### src/rtl/bdc_pkg.sv
package bdc_pkg;
    localparam int REG_W      = 32;
    localparam int BIT_OSC_EN = 0;
    localparam int BIT_RDY    = 1;
    localparam int BIT_BYP    = 2;
    localparam int BIT_HIDRV  = 3;
    localparam int BIT_SRC_LO = 8;
    localparam int BIT_RTC_EN = 15;
    localparam int BIT_SRST   = 16;
    localparam logic [REG_W-1:0] IMG_MASK = 32'h0001_830F;

    typedef struct packed {
        logic       srst;
        logic       rtc_en;
        logic [1:0] rtc_src;
        logic       hidrv;
        logic       osc_byp;
        logic       osc_en;
    } bdc_ctrl_t;

    localparam bdc_ctrl_t CTRL_RESET = '0;

    function automatic logic [REG_W-1:0] bdc_image(bdc_ctrl_t c, logic rdy);
        logic [REG_W-1:0] img;
        img = '0;
        img[BIT_OSC_EN]               = c.osc_en;
        img[BIT_RDY]                  = rdy;
        img[BIT_BYP]                  = c.osc_byp;
        img[BIT_HIDRV]                = c.hidrv;
        img[BIT_SRC_LO+1:BIT_SRC_LO]  = c.rtc_src;
        img[BIT_RTC_EN]               = c.rtc_en;
        img[BIT_SRST]                 = c.srst;
        return img;
    endfunction
endpackage

### src/rtl/bdc_sync.sv
module bdc_sync #(
    parameter int STAGES = 2
) (
    input  logic clk,
    input  logic rst_n,
    input  logic din,
    output logic dout
);
    logic [STAGES-1:0] sh_d, sh_q;

    generate
        if (STAGES == 1) begin : g_one
            always_comb sh_d = din;
        end else begin : g_many
            always_comb sh_d = {sh_q[STAGES-2:0], din};
        end
    endgenerate

    always_ff @(posedge clk or negedge rst_n) begin
        if (!rst_n) sh_q <= '0;
        else        sh_q <= sh_d;
    end

    assign dout = sh_q[STAGES-1];
endmodule

### src/rtl/bdc_bus_timing.sv
module bdc_bus_timing #(
    parameter int WAIT_STATES = 2
) (
    input  logic clk,
    input  logic rst_n,
    input  logic req,
    output logic ready
);
    generate
        if (WAIT_STATES == 0) begin : g_nowait
            assign ready = req;
        end else begin : g_wait
            localparam int CNT_W = $clog2(WAIT_STATES + 1);
            localparam logic [CNT_W-1:0] CNT_LOAD = CNT_W'(WAIT_STATES - 1);

            typedef struct packed {
                logic             in_acc;
                logic [CNT_W-1:0] cnt;
                logic             prev_done;
            } tim_t;

            tim_t s_d, s_q;
            logic rdy_c;

            always_comb begin
                s_d   = s_q;
                rdy_c = 1'b0;
                if (!req) begin
                    s_d.in_acc = 1'b0;
                    s_d.cnt    = '0;
                end else if (s_q.in_acc) begin
                    if (s_q.cnt == '0) begin
                        rdy_c      = 1'b1;
                        s_d.in_acc = 1'b0;
                    end else begin
                        s_d.cnt = s_q.cnt - 1'b1;
                    end
                end else if (s_q.prev_done) begin
                    s_d.in_acc = 1'b1;
                    s_d.cnt    = CNT_LOAD;
                end else begin
                    rdy_c = 1'b1;
                end
                s_d.prev_done = rdy_c;
            end

            always_ff @(posedge clk or negedge rst_n) begin
                if (!rst_n) s_q <= '0;
                else        s_q <= s_d;
            end

            assign ready = rdy_c;
        end
    endgenerate
endmodule

### src/rtl/bdc_fields.sv
module bdc_fields
    import bdc_pkg::*;
(
    input  logic             clk,
    input  logic             rst_n,
    input  logic             wr_en,
    input  logic [2:0]       wr_be,
    input  logic [REG_W-1:0] wr_data,
    input  logic             wp_off,
    output bdc_ctrl_t        ctrl
);
    bdc_ctrl_t c_d, c_q;
    logic unused_wr_bits;

    assign unused_wr_bits = ^{wr_data[31:17], wr_data[14:10], wr_data[7:4], wr_data[BIT_RDY]};

    always_comb begin
        c_d = c_q;
        if (wr_en && !c_q.srst) begin
            if (wr_be[0]) begin
                if (wp_off) begin
                    c_d.osc_en  = wr_data[BIT_OSC_EN];
                    c_d.osc_byp = wr_data[BIT_BYP];
                end
                if (!c_q.osc_en) c_d.hidrv = wr_data[BIT_HIDRV];
            end
            if (wr_be[1] && wp_off) begin
                c_d.rtc_en = wr_data[BIT_RTC_EN];
                if (c_q.rtc_src == 2'b00) c_d.rtc_src = wr_data[BIT_SRC_LO+1:BIT_SRC_LO];
            end
        end
        if (wr_en && wr_be[2]) c_d.srst = wr_data[BIT_SRST];
        if (c_d.srst) begin
            c_d      = CTRL_RESET;
            c_d.srst = 1'b1;
        end
    end

    always_ff @(posedge clk or negedge rst_n) begin
        if (!rst_n) c_q <= CTRL_RESET;
        else        c_q <= c_d;
    end

    assign ctrl = c_q;
endmodule

### src/rtl/bdc_reg.sv
module bdc_reg
    import bdc_pkg::*;
#(
    parameter int WAIT_STATES = 2,
    parameter int SYNC_STAGES = 2
) (
    input  logic        clk,
    input  logic        dom_rst_n,
    input  logic        acc_req,
    input  logic        acc_we,
    input  logic [3:0]  acc_be,
    input  logic [31:0] acc_wdata,
    output logic [31:0] acc_rdata,
    output logic        acc_ready,
    input  logic        wp_off,
    input  logic        osc_rdy_in,
    output logic        osc_en,
    output logic        osc_byp,
    output logic        osc_hidrv,
    output logic [1:0]  rtc_src,
    output logic        rtc_en,
    output logic        dom_rst_req
);
    bdc_ctrl_t ctrl;
    logic      rdy_sync;
    logic      wr_en;
    logic      unused_lane3;

    assign unused_lane3 = acc_be[3];

    bdc_bus_timing #(.WAIT_STATES(WAIT_STATES)) u_timing (
        .clk   (clk),
        .rst_n (dom_rst_n),
        .req   (acc_req),
        .ready (acc_ready)
    );

    bdc_sync #(.STAGES(SYNC_STAGES)) u_sync (
        .clk   (clk),
        .rst_n (dom_rst_n),
        .din   (osc_rdy_in),
        .dout  (rdy_sync)
    );

    assign wr_en = acc_req && acc_ready && acc_we;

    bdc_fields u_fields (
        .clk     (clk),
        .rst_n   (dom_rst_n),
        .wr_en   (wr_en),
        .wr_be   (acc_be[2:0]),
        .wr_data (acc_wdata),
        .wp_off  (wp_off),
        .ctrl    (ctrl)
    );

    assign acc_rdata   = bdc_image(ctrl, ctrl.osc_en & rdy_sync);
    assign osc_en      = ctrl.osc_en;
    assign osc_byp     = ctrl.osc_byp;
    assign osc_hidrv   = ctrl.hidrv;
    assign rtc_src     = ctrl.rtc_src;
    assign rtc_en      = ctrl.rtc_en;
    assign dom_rst_req = ctrl.srst;
endmodule

### config.mk
export PLATFORM = sky130hd
export DESIGN_NAME = bdc_reg
export DESIGN_NICKNAME = d
export VERILOG_FILES = /design/src/rtl/bdc_pkg.sv /design/src/rtl/bdc_sync.sv /design/src/rtl/bdc_bus_timing.sv /design/src/rtl/bdc_fields.sv /design/src/rtl/bdc_reg.sv
export SDC_FILE = /design/constraint.sdc
export NUM_CORES = 1
export LEC_CHECK = 0
export CORE_MARGIN = 4
export CORE_UTILIZATION = 30
export CTS_BUF_LIST = sky130_fd_sc_hd__clkbuf_4
export DETAILED_ROUTE_END_ITERATION = 6
export PLACE_DENSITY = 0.82
export SLEW_MARGIN = 20
export SYNTH_ARGS = -nofsm -noshare
export SYNTH_HDL_FRONTEND = slang
export SYNTH_SLANG_ARGS = --single-unit
### constraint.sdc
create_clock -name clk -period 2.2 [get_ports clk]
set_clock_uncertainty 0.2 [all_clocks]
set_input_delay 0.55 -clock clk [delete_from_list [all_inputs] [get_ports clk]]
set_output_delay 0.55 -clock clk [all_outputs]
set_load 0.01 [all_outputs]
# ---- After elaboration in Yosys (flattened, before gate mapping)
# Index checks and enable logic that the tools add are counted.
dict set report totals {
  regBits 13
  elab_cells 50
  input_bits 42
  out_inout_bits 40
}
dict set report op_classes {
  bitwise_logic 1
  muxes 17
  addsub 1
  n_reduce_logical 18
  eq_ne 3
}
# op count
set op_table {}
lappend op_table {{2-to-1 mux 3 bit} 5}
lappend op_table {{nonzero test 2 bit} 5}
lappend op_table {{AND reduction 3 bit} 3}
lappend op_table {{2-to-1 mux 1 bit} 7}
lappend op_table {{2-to-1 mux 7 bit} 1}
lappend op_table {{2-to-1 mux 2 bit} 3}
lappend op_table {{2-to-1 mux 6 bit} 1}
lappend op_table {{logical AND 1 bit} 5}
lappend op_table {{zero test 2 bit} 2}
lappend op_table {{AND reduction 2 bit} 2}
lappend op_table {{inequality test 3 x 1 -> 1 bit (second input constant)} 1}
lappend op_table {{inequality test 3 bit (second input constant)} 1}
lappend op_table {{inequality test 2 bit (second input constant)} 1}
lappend op_table {{subtractor 2 x 1 -> 2 bit (second input constant)} 1}
lappend op_table {{AND 1 bit} 1}
lappend op_table {{zero test 1 bit} 1}

# ---- Depth between registers and ports, before layout
dict set report logic_depth {
  word_depth 10
  mapped_depth 6
  ltp_nobuf 6
}

# ---- Hierarchy
# A second synthesis with hierarchy kept.
dict set report hier_totals {
  cells_unflattened 80
  area_unflattened_um2 799.5
}
# module instances area_each_um2 cells_each seq_area_each_um2
set modules_own_cells {}
lappend modules_own_cells {bdc_fields 1 311.5 25 175.2}
lappend modules_own_cells {bdc_reg 1 249.0 34 0.0}
lappend modules_own_cells {bdc_bus_timing 1 188.9 19 100.1}
lappend modules_own_cells {bdc_sync 1 50.0 2 50.0}

# ---- Worst setup path before layout
# Ideal clock, no wire load.
dict set report synth_path {
  path_type {register -> output}
  from {reg u_timing.g_wait.s_q[1] (netlist bit)}
  to {out acc_ready}
  required_ns 1.450
  arrival_time_ns 0.960
  path_buffers 0
  stages_incl_launch_ff 5
  path_slack_ns 0.490
  path_cell_list {dfrtp_1 inv_1 ha_1 and2_4 o21a_1}
}
dict set report synth_between {
  elab_chain_len 4
}
# item line_no
set synth_lines {}
lappend synth_lines {{start: declaration} bdc_bus_timing.sv:22} ;# tim_t s_d, s_q;
lappend synth_lines {{start signal: assignment} bdc_bus_timing.sv:48} ;# if (!rst_n) s_q <= '0;
lappend synth_lines {{start signal: assignment} bdc_bus_timing.sv:49} ;# else s_q <= s_d;
lappend synth_lines {{zero test 2 bit} bdc_bus_timing.sv:32} ;# if (s_q.cnt == '0) begin
lappend synth_lines {{2-to-1 mux 1 bit} bdc_bus_timing.sv:32}
lappend synth_lines {{2-to-1 mux 1 bit} bdc_bus_timing.sv:31} ;# end else if (s_q.in_acc) begin
lappend synth_lines {{2-to-1 mux 1 bit} bdc_bus_timing.sv:28} ;# if (!req) begin
lappend synth_lines {{end: declaration} bdc_reg.sv:14} ;# output logic acc_ready,
# No other way between the ends.

# ---- Worst setup path after layout
dict set report layout_path {
  from {reg u_fields.c_q (netlist bit u_fields.ctrl[0])}
  to {out acc_rdata[1]}
}
dict set report layout_between {
  elab_chain_len 1
}
# item line_no
set layout_lines {}
lappend layout_lines {{start: declaration} bdc_fields.sv:12} ;# bdc_ctrl_t c_d, c_q;
lappend layout_lines {{start signal: assignment} bdc_fields.sv:40} ;# if (!rst_n) c_q <= CTRL_RESET;
lappend layout_lines {{start signal: assignment} bdc_fields.sv:41} ;# else c_q <= c_d;
lappend layout_lines {{AND 1 bit} bdc_reg.sv:57} ;# assign acc_rdata = bdc_image(ctrl, ctrl.osc_en & rdy_sync);
lappend layout_lines {{end: declaration} bdc_reg.sv:13} ;# output logic [31:0] acc_rdata,
# No other way between the ends.

==> metrics <==
met2 GRT Util=18.21%; Antenna diodes=0; CTS Buf Count=3; reg2reg path depth=7; initial antenna violation count=0; main flop type after synthesis=dfrtp_1; Clock Latency Late Sink=0.27 ns; total global routing overflow=0; synth-to-layout area growth=32.78%; WL/cell=12.14 um; DR iter-0 viols=12; max_cap viols=0; Pre-antenna DRT Iters=3; power density over the cells=682.5 nW/um2; Fmax=481.7 MHz; Die Wd=60.55 um; kind of path behind the tightest hold check=reg -> reg; met3 usage=4.255%; Vias per Instance=4.092; final worst path period need=2.076 ns; largest net degree at the start of global routing=14; top area cells in the synthesized netlist=dfrtp_1 (39%), buf_4 (28%), mux2i_1 (3.6%); Synth Warn #=0; clk sinks=13; I/O pin cnt=82; dpl cell area=1067 um2; hpwl dp=1473 um; final worst-path cycle share=94.36%; global-route usage over all layers=9.736%; Top Usage Layer GRT=met2; vias=581; peak supply drop=0.0002963 V; ANT nets after route=0; sequential element share of the synthesized area=39.27%; vias in the first global route=588; Layout Nets=156; status=complete, no violations; Final Wtd Congestion=0.6711; Synth async-reset ratio=100.0%; area of the mapped netlist=828.3 um2; Yosys reg bits=13; Die Area=3666 um2; Global Route met1 Usage=10.14%; FF-to-FF Start=u_timing.g_wait.s_q[1]$_DFFE_PN0P_; Synth area leader=dfrtp_1; critical path class=reg -> out; Port Buffers=31; number of flops mapped to enable cells by yosys=0; Slew @ Worst Pin=0.5714 ns; DRC=0; Root Buffer=clkbuf_4; crit-path max cell delay=0.53 ns; Clock transition at path regs=0.07 ns; CP Launch Type=flop; post-route setup TNS=0 ns; clk buf depth=2; worst hold path stage count=0; Fin Hold WS=0.1530 ns; Crit-path slowest cell=clkdlybuf4s50_1; slew margin rel.=61.79%; Leakage Power=0.5103 nW; hold_sp=u_sync.sh_q[0]$_DFF_PN0_; WL final=1724 um; hold path endpoint=u_sync.sh_q[1]$_DFF_PN0_; required time of the critical path=1.45 ns; Yosys cell types=23; Starting Density=32.55%; Max Slew Vio Count=0; CP Buf/Inv Count=1; htree depth=1; row cnt=18; Placed Cells=137; Power, Total=750.6 uW; DIE HEIGHT=60.55 um; Worst Setup End Kind=output port; global-route wire length before repair=2628 um; Arr. time, crit path=1.33 ns; final instance area=1100 um2; CP cell instances=and2_1 > clkdlybuf4s50_1; Reg2Reg Setup Slack=0.36 ns; Post-Syn Instances=79; CTS tree=yes; layout cell share with drive strength beyond 1=20.54%; Final setup viols=0; Synth top area share=39.27%; post-synthesis area per instance=10.48 um2; core area=2545 um2; CP Max Fanout=5; final non-filler cell total=142; final hold violations=0; RSZ-0062 raised after global routing=false; family with the most delay on the worst path=buffers and inverters; worst flop-to-flop path endpoint=u_fields.ctrl[1]$_DFFE_PN0P_
## synth_stat cells (2+ instances only)
master / n
a21oi_2: 3
nand3b_1: 2
buf_4: 31
inv_1: 6
nor2_2: 4
o211ai_1: 2
mux2i_1: 3
dfrtp_1: 13
## per-stage QoR
step / utilization (%) / worst slack [ns]
after global routing: 43.22 / 0.03122
after CTS: 43.41 / 0.002347
final: 43.22 / 0.1240
after global placement: 41.94 / -0.2737
after floorplan: - / 0.4898
after detailed placement: 41.94 / -0.2574
## registers in the layout, indices dropped and copies added, names as in the netlist
name and flops:
u_fields.ctrl 7, u_timing.g_wait.s_q 4, u_sync.sh_q 2
## placed cells by master (no fill, tap or decap), types with 2 or more instances in the layout
cell             instances
a21oi_2                  3
conb_1                  24
dfrtp_1                 13
buf_4                    6
clkbuf_4                 4
mux2i_1                  3
inv_1                    6
nand3b_1                 2
o211ai_1                 2
nor2_2                   4
clkdlybuf4s50_1         30
## worst max path at each step
stage | start | endpoint | slack (ns) | cells after the start
CTS | u_timing.g_wait.s_q[1]$_DFFE_PN0P_ | acc_ready | 0.002 | 5
floorplan | u_timing.g_wait.s_q[1]$_DFFE_PN0P_ | acc_ready | 0.49 | 4
global route | u_timing.g_wait.s_q[1]$_DFFE_PN0P_ | acc_ready | 0.03 | 5
finish | u_fields.ctrl[0]$_DFFE_PN0P_ | acc_rdata[1] | 0.12 | 2
detailed placement | acc_req | acc_ready | -0.26 | 3
global placement | acc_req | acc_ready | -0.27 | 3
## per-layer routing
metal	vias up	routed length, um
li1	274	-
met1	269	548
met2	38	919
met3	0	255
met4	0	0
met5	-	0
## power by group
group          switching (mW)  total [mW]  internal, mW  leakage (nW)
logic                   0.145       0.300         0.155         0.321
registers              0.0277       0.299         0.271         0.171
clock network          0.0694       0.152        0.0825        0.0184
## cell families after synthesis
logic type	count (synthesis)	synth area share (%)
other	1	0.4527
DFF	13	39.27
AOI/OAI and AO/OA	10	11.03
and+or+nand+nor	13	11.48
buffers and inverters	37	30.82
muxes	4	5.438
adders and majority gates	1	1.510
## what timing repair did
item,CTS,global route
gates resized for setup,2,1
setup buffers,1,0
endpoints found under the setup margin,1,1
pin swaps,0,0
hold buffers,0,0
## final cells by class
cell class / instances / area, um2
clock buffers: 4 / 30.03
fillers: 260 / 1445
inverters: 6 / 22.52
multi-input cells: 52 / 334.1
flip-flops and latches: 13 / 325.3
well taps: 30 / 37.54
repair buffers: 37 / 350.3
(Power assumes the default switching activity.)
